$ cat src/rtl/hazard_ctl.sv
`timescale 1ns/1ps
module hazard_ctl #(
  parameter int RW      = 5,
  parameter int MUL_CYC = 3
) (
  input  logic          clk,
  input  logic          rst,
  input  logic          fwd_en,
  input  logic          f_vld,
  input  logic [RW-1:0] f_rs1,
  input  logic [RW-1:0] f_rs2,
  input  logic [RW-1:0] f_rd,
  input  logic          f_mul,
  input  logic          f_br,
  output logic [4:0]    hold,
  output logic [4:0]    bubble,
  output logic [1:0]    fwd_a,
  output logic [1:0]    fwd_b
);
  localparam int IW = 3*RW + 2;
  localparam int CW = (MUL_CYC > 1) ? $clog2(MUL_CYC) : 1;
  localparam int SD = 0, SO = 1, SX = 2, SW = 3;

  logic [IW-1:0] ins [4];
  logic          vld [4];
  logic          rv;
  logic [RW-1:0] rrd;
  logic [CW-1:0] cnt;
  logic          stall_x, dhaz, stall_o, blk;

  function automatic logic [RW-1:0] src1(logic [IW-1:0] x); return x[RW-1:0]; endfunction
  function automatic logic [RW-1:0] src2(logic [IW-1:0] x); return x[2*RW-1:RW]; endfunction
  function automatic logic [RW-1:0] dst(logic [IW-1:0] x);  return x[3*RW-1:2*RW]; endfunction
  function automatic logic is_mul(logic [IW-1:0] x); return x[3*RW]; endfunction
  function automatic logic is_br(logic [IW-1:0] x);  return x[3*RW+1]; endfunction

  function automatic logic hit(logic v, logic [RW-1:0] d, logic [RW-1:0] s);
    return v && (d != '0) && (d == s);
  endfunction

  function automatic logic [1:0] pick(logic [RW-1:0] s, logic wv, logic [RW-1:0] wd,
                                      logic pv, logic [RW-1:0] pd);
    if (hit(wv, wd, s)) return 2'd1;
    if (hit(pv, pd, s)) return 2'd2;
    return 2'd0;
  endfunction

  assign stall_x = vld[SX] && is_mul(ins[SX]) && (cnt != '0);
  assign dhaz    = !fwd_en && vld[SO] &&
                   (hit(vld[SX], dst(ins[SX]), src1(ins[SO])) ||
                    hit(vld[SX], dst(ins[SX]), src2(ins[SO])) ||
                    hit(vld[SW], dst(ins[SW]), src1(ins[SO])) ||
                    hit(vld[SW], dst(ins[SW]), src2(ins[SO])));
  assign stall_o = stall_x || dhaz;
  assign blk     = (vld[SD] && is_br(ins[SD])) ||
                   (vld[SO] && is_br(ins[SO])) ||
                   (vld[SX] && is_br(ins[SX]));

  assign hold   = {1'b0, stall_x, stall_o, stall_o, stall_o && !blk};
  assign bubble = {stall_x, stall_o && !stall_x, 1'b0, blk && !stall_o, blk};

  assign fwd_a = (fwd_en && vld[SX]) ?
                 pick(src1(ins[SX]), vld[SW], dst(ins[SW]), rv, rrd) : 2'd0;
  assign fwd_b = (fwd_en && vld[SX]) ?
                 pick(src2(ins[SX]), vld[SW], dst(ins[SW]), rv, rrd) : 2'd0;

  always_ff @(posedge clk) begin
    if (rst) begin
      for (int i = 0; i < 4; i++) vld[i] <= 1'b0;
      rv  <= 1'b0;
      cnt <= '0;
    end else begin
      rv      <= vld[SW];
      vld[SW] <= vld[SX] && !stall_x;
      if (!stall_x) vld[SX] <= vld[SO] && !stall_o;
      if (!stall_o) begin
        vld[SO] <= vld[SD];
        vld[SD] <= f_vld && !blk;
      end
      if (stall_x)                                       cnt <= cnt - 1'b1;
      else if (!stall_o && vld[SO] && is_mul(ins[SO]))   cnt <= CW'(MUL_CYC - 1);
      else                                               cnt <= '0;
    end
  end

  always_ff @(posedge clk) begin
    rrd     <= dst(ins[SW]);
    ins[SW] <= ins[SX];
    if (!stall_x) ins[SX] <= ins[SO];
    if (!stall_o) begin
      ins[SO] <= ins[SD];
      ins[SD] <= {f_br, f_mul, f_rd, f_rs2, f_rs1};
    end
  end
endmodule

$ cat config.mk
export PLATFORM = sky130hd
export DESIGN_NAME = hazard_ctl
export DESIGN_NICKNAME = d
export VERILOG_FILES = /design/src/rtl/hazard_ctl.sv
export SDC_FILE = /design/constraint.sdc
export NUM_CORES = 1
export LEC_CHECK = 0
export ABC_AREA = 1
export BUFFER_PORTS_ARGS = -buffer_cell sky130_fd_sc_hd__buf_4
export CELL_PAD_IN_SITES_DETAIL_PLACEMENT = 0
export CELL_PAD_IN_SITES_GLOBAL_PLACEMENT = 2
export CORE_MARGIN = 3
export CORE_UTILIZATION = 40
export CTS_CLUSTER_DIAMETER = 150
export DETAILED_ROUTE_END_ITERATION = 7
export HOLD_SLACK_MARGIN = 0.03
export PLACE_DENSITY_LB_ADDON = 0.1
export SYNTH_ARGS = -nofsm -noshare
export SYNTH_HDL_FRONTEND = slang
export SYNTH_SLANG_ARGS = --single-unit
$ cat constraint.sdc
create_clock -name clk -period 3.96 [get_ports clk]
set_clock_uncertainty 0.05 [all_clocks]
set_input_delay 0.792 -clock clk [delete_from_list [all_inputs] [get_ports clk]]
set_output_delay 0.792 -clock clk [all_outputs]
set_load 0.005 [all_outputs]
==> metrics.txt <==
# TYPE chip_impl_metric gauge
chip_impl_metric{name="ir_worst_vdd",unit="mV"} 0.2779
chip_impl_metric{name="final.hold.worst_slack",unit="ns"} 0.3409
chip_impl_metric{name="place_hpwl",unit="mm"} 3.431
chip_impl_metric{name="clk_pin_slew_worst_paths",unit="ns"} 0.07
chip_impl_metric{name="cts_setup_buffers",unit=""} 0
chip_impl_metric{name="synth_cell_types",unit=""} 26
chip_impl_metric{name="p_leak",unit="nW"} 1.528
chip_impl_metric{name="drc",unit=""} 0
chip_impl_metric{name="synthesis.yosys.warnings",unit=""} 0
chip_impl_metric{name="globalplace.congestion",unit=""} 0.6940
chip_impl_metric{name="post_route_cells_drive_above_1_share",unit="%"} 20.53
chip_impl_metric{name="numCtsBuffers",unit=""} 9
chip_impl_metric{name="flop_to_flop_setup_slack",unit="ns"} 1.94
chip_impl_metric{name="antenna-diode-count",unit=""} 0
chip_impl_metric{name="grt.overflow.total",unit=""} 0
chip_impl_metric{name="wl_per_cell",unit="µm"} 11.53
chip_impl_metric{name="worst_skew_pair_later_pin_latency",unit="ns"} 0.33
chip_impl_info{name="crit_end",value="bubble[1]"} 1
chip_impl_info{name="end_kind",value="output port"} 1
chip_impl_metric{name="ys_ff_latch",unit=""} 68
chip_impl_metric{name="grt_max_degree",unit=""} 35
chip_impl_metric{name="cap_violations",unit=""} 0
chip_impl_metric{name="setup_viol",unit=""} 0
chip_impl_metric{name="syn_inst",unit=""} 260
chip_impl_metric{name="core_box_area",unit="mm²"} 0.006869
chip_impl_metric{name="firstDrtPassIters",unit=""} 4
chip_impl_metric{name="antenna_found_initial",unit=""} 0
chip_impl_metric{name="report.power.total",unit="mW"} 1.523
chip_impl_metric{name="post-route-period-util",unit="%"} 65.12
chip_impl_metric{name="layout.nets",unit=""} 319
chip_impl_metric{name="fmaxAchievable",unit="GHz"} 0.3878
chip_impl_metric{name="fp.dieH",unit="µm"} 90.54
chip_impl_metric{name="postPlaceCellArea",unit="mm²"} 0.003167
chip_impl_metric{name="clock-sinks",unit=""} 68
chip_impl_metric{name="setup_ws",unit="ns"} 1.381
chip_impl_metric{name="synth_seq_area_share",unit="%"} 66.52
chip_impl_metric{name="port-buffer-count",unit=""} 32
chip_impl_info{name="dominantRegCellSynth",value="sky130_fd_sc_hd__edfxtp_1"} 1
chip_impl_metric{name="ctsResizeCount",unit=""} 0
chip_impl_info{name="r2r-start",value="ins[3][10]$_DFF_P_"} 1
chip_impl_metric{name="h_tree_depth",unit=""} 3
chip_impl_metric{name="synth-edff-count",unit=""} 54
chip_impl_info{name="critical_path_class",value="flop to output port"} 1
chip_impl_metric{name="synth-async-reset-ratio",unit="%"} 0
chip_impl_metric{name="first_pass_grt_wire_length",unit="mm"} 7.879
chip_impl_info{name="crit_path_start",value="ins[3][12]$_DFF_P_"} 1
chip_impl_metric{name="num-fill-cells",unit=""} 659
chip_impl_metric{name="grt_use_met1",unit="%"} 16.74
chip_impl_metric{name="crit_required",unit="ns"} 3.12
chip_impl_metric{name="pin_count",unit=""} 35
chip_impl_info{name="cts_tree",value="done"} 1
chip_impl_metric{name="drt-total-wl",unit="mm"} 4.587
chip_impl_metric{name="placement.setup.worst_slack",unit="ns"} 1.617
chip_impl_metric{name="final.min_clock_period",unit="ns"} 2.579
chip_impl_metric{name="die-width",unit="µm"} 90.54
chip_impl_metric{name="design_area",unit="mm²"} 0.003383
chip_impl_info{name="status",value="completed"} 1
chip_impl_metric{name="hold_viol",unit=""} 0
chip_impl_metric{name="placementRows",unit=""} 30
chip_impl_info{name="layout.cells.most_common_list",value="sky130_fd_sc_hd__nand2_1, sky130_fd_sc_hd__edfxtp_1, sky130_fd_sc_hd__inv_1, sky130_fd_sc_hd__buf_4, sky130_fd_sc_hd__nor2_1"} 1
chip_impl_metric{name="postSynthAreaPerCell",unit="µm²"} 11.00
chip_impl_info{name="hold_path_class",value="flop to flop"} 1
chip_impl_metric{name="place.detailed.instances",unit=""} 382
chip_impl_info{name="grt_most_used_layer",value="met2"} 1
chip_impl_metric{name="post_synthesis_instance_area",unit="mm²"} 0.002859
chip_impl_metric{name="grt_util_met2",unit="%"} 19.09
chip_impl_metric{name="via_count",unit=""} 1665
chip_impl_metric{name="dieArea",unit="mm²"} 0.008197
chip_impl_metric{name="total_power_per_unit_cell_area",unit="mW/mm²"} 450.2
chip_impl_metric{name="critical_path.max_fanout",unit=""} 6
chip_impl_metric{name="routed_via_density",unit=""} 4.183
chip_impl_metric{name="areaGrowthSynthToFinish",unit="%"} 18.34
chip_impl_metric{name="grt_usage",unit="%"} 12.52
chip_impl_metric{name="cts_hold_repair.buffers",unit=""} 0
chip_impl_info{name="cts.root.buffer_cell",value="sky130_fd_sc_hd__clkbuf_8"} 1
chip_impl_metric{name="drt-initial-drc-count",unit=""} 96
chip_impl_info{name="timing.rr.end",value="ins[0][9]$_DFFE_PN_"} 1
chip_impl_metric{name="critPathArrivalTime",unit="ns"} 1.74
chip_impl_metric{name="grtUsageMet3",unit="%"} 3.250
chip_impl_info{name="mostFrequentLayoutCell",value="sky130_fd_sc_hd__nand2_1"} 1
chip_impl_metric{name="finalNonFillerCells",unit=""} 398
chip_impl_metric{name="slew_violations",unit=""} 0
chip_impl_metric{name="fin_tns_setup",unit="ns"} 0
chip_impl_info{name="rsz0062_at_grt",value="no"} 1
chip_impl_metric{name="r2r_cells",unit=""} 10
chip_impl_metric{name="antenna_violating_nets_post_route",unit=""} 0
chip_impl_metric{name="first_global_vias",unit=""} 1644
chip_impl_metric{name="utilization",unit="%"} 49.25
chip_impl_metric{name="floorplan.initialDensity",unit="%"} 41.62
chip_impl_info{name="setup.worst_path.start_class",value="flop"} 1
chip_impl_metric{name="clk_path_buf_depth",unit=""} 2
-- sequential cells by signal, indices dropped and copies added, names as in the netlist --
register / count
cnt: 2
ins: 56
rv: 1
rrd: 5
vld: 4
-- cell type report --
cell class	instances	area, µm²	area share, %
multi-input cells	149	758.2	22.41
clock buffers	11	131.4	3.883
inverters	35	131.4	3.883
repair buffers	34	255.2	7.544
well taps	96	120.1	3.550
clock inverters	5	85.08	2.515
flip-flops and latches	68	1902	56.21
-- cell usage after synthesis (2+ instances only) --
cell type	instances	area share, %
sky130_fd_sc_hd__xor2_1	11	3.4
sky130_fd_sc_hd__xnor2_1	8	2.5
sky130_fd_sc_hd__nor3b_1	2	0.53
sky130_fd_sc_hd__nor2_1	24	3.2
sky130_fd_sc_hd__edfxtp_1	54	57
sky130_fd_sc_hd__or2_2	6	1.3
sky130_fd_sc_hd__nor4_1	2	0.44
sky130_fd_sc_hd__nand2_4	2	0.79
sky130_fd_sc_hd__nand4_1	3	0.66
sky130_fd_sc_hd__nand2_1	67	8.8
sky130_fd_sc_hd__nand2_2	3	0.66
sky130_fd_sc_hd__nand3_1	10	1.8
sky130_fd_sc_hd__buf_4	8	2.1
sky130_fd_sc_hd__dfxtp_1	14	9.8
sky130_fd_sc_hd__nor3_1	2	0.35
sky130_fd_sc_hd__inv_1	34	4.5
-- per-layer routing --
layer	wire length (µm)	vias to the layer above
met3	196	6
met2	2182	33
met5	0	-
li1	-	900
met1	2149	726
met4	59	0
-- where the power goes --
| group | total (mW) | switching (mW) | internal (mW) | leakage (nW) |
|---|---|---|---|---|
| clock network | 0.613 | 0.254 | 0.358 | 0.104 |
| logic | 0.0778 | 0.0368 | 0.0410 | 0.731 |
| registers | 0.833 | 0.0270 | 0.806 | 0.693 |
| total | 1.52 | 0.318 | 1.21 | 1.53 |
-- worst max-delay path: stages, from the launching register on --
cell and delay [ns]:
sky130_fd_sc_hd__dfxtp_1 0.48, sky130_fd_sc_hd__inv_1 0.09, sky130_fd_sc_hd__nand2_1 0.06, sky130_fd_sc_hd__nand2_1 0.05, sky130_fd_sc_hd__nor2_1 0.09, sky130_fd_sc_hd__nand3_1 0.07
sky130_fd_sc_hd__nand2_1 0.07, sky130_fd_sc_hd__nand2_1 0.06, sky130_fd_sc_hd__nand2_2 0.09, sky130_fd_sc_hd__nand2_4 0.08, sky130_fd_sc_hd__nand2_4 0.09, sky130_fd_sc_hd__nor2_1 0.04
sky130_fd_sc_hd__buf_4 0.12
-- worst min-delay path by stage --
stage	from	end	depth (start not counted)
after detailed placement	ins[3][10]$_DFF_P_	rrd[0]$_DFF_P_	0
after global routing	ins[3][10]$_DFF_P_	rrd[0]$_DFF_P_	0
after floorplan	ins[3][14]$_DFF_P_	rrd[4]$_DFF_P_	0
after global placement	ins[3][10]$_DFF_P_	rrd[0]$_DFF_P_	0
after CTS	ins[3][10]$_DFF_P_	rrd[0]$_DFF_P_	0
final	ins[3][10]$_DFF_P_	rrd[0]$_DFF_P_	0
-- cells by family (layout without fill, tap and decap cells) --
logic type / count (synthesis) / count (layout) / synth area share [%]
flops: 68 / 68 / 66.52
xor+xnor: 19 / 19 / 5.821
buf+inv: 44 / 85 / 7.090
other cells: 1 / 2 / 0.1312
fa+ha+maj: 1 / 1 / 0.4376
compound gates: 4 / 4 / 0.9626
simple gates: 123 / 123 / 19.04
No activity file was read; power rests on OpenSTA's default activity.
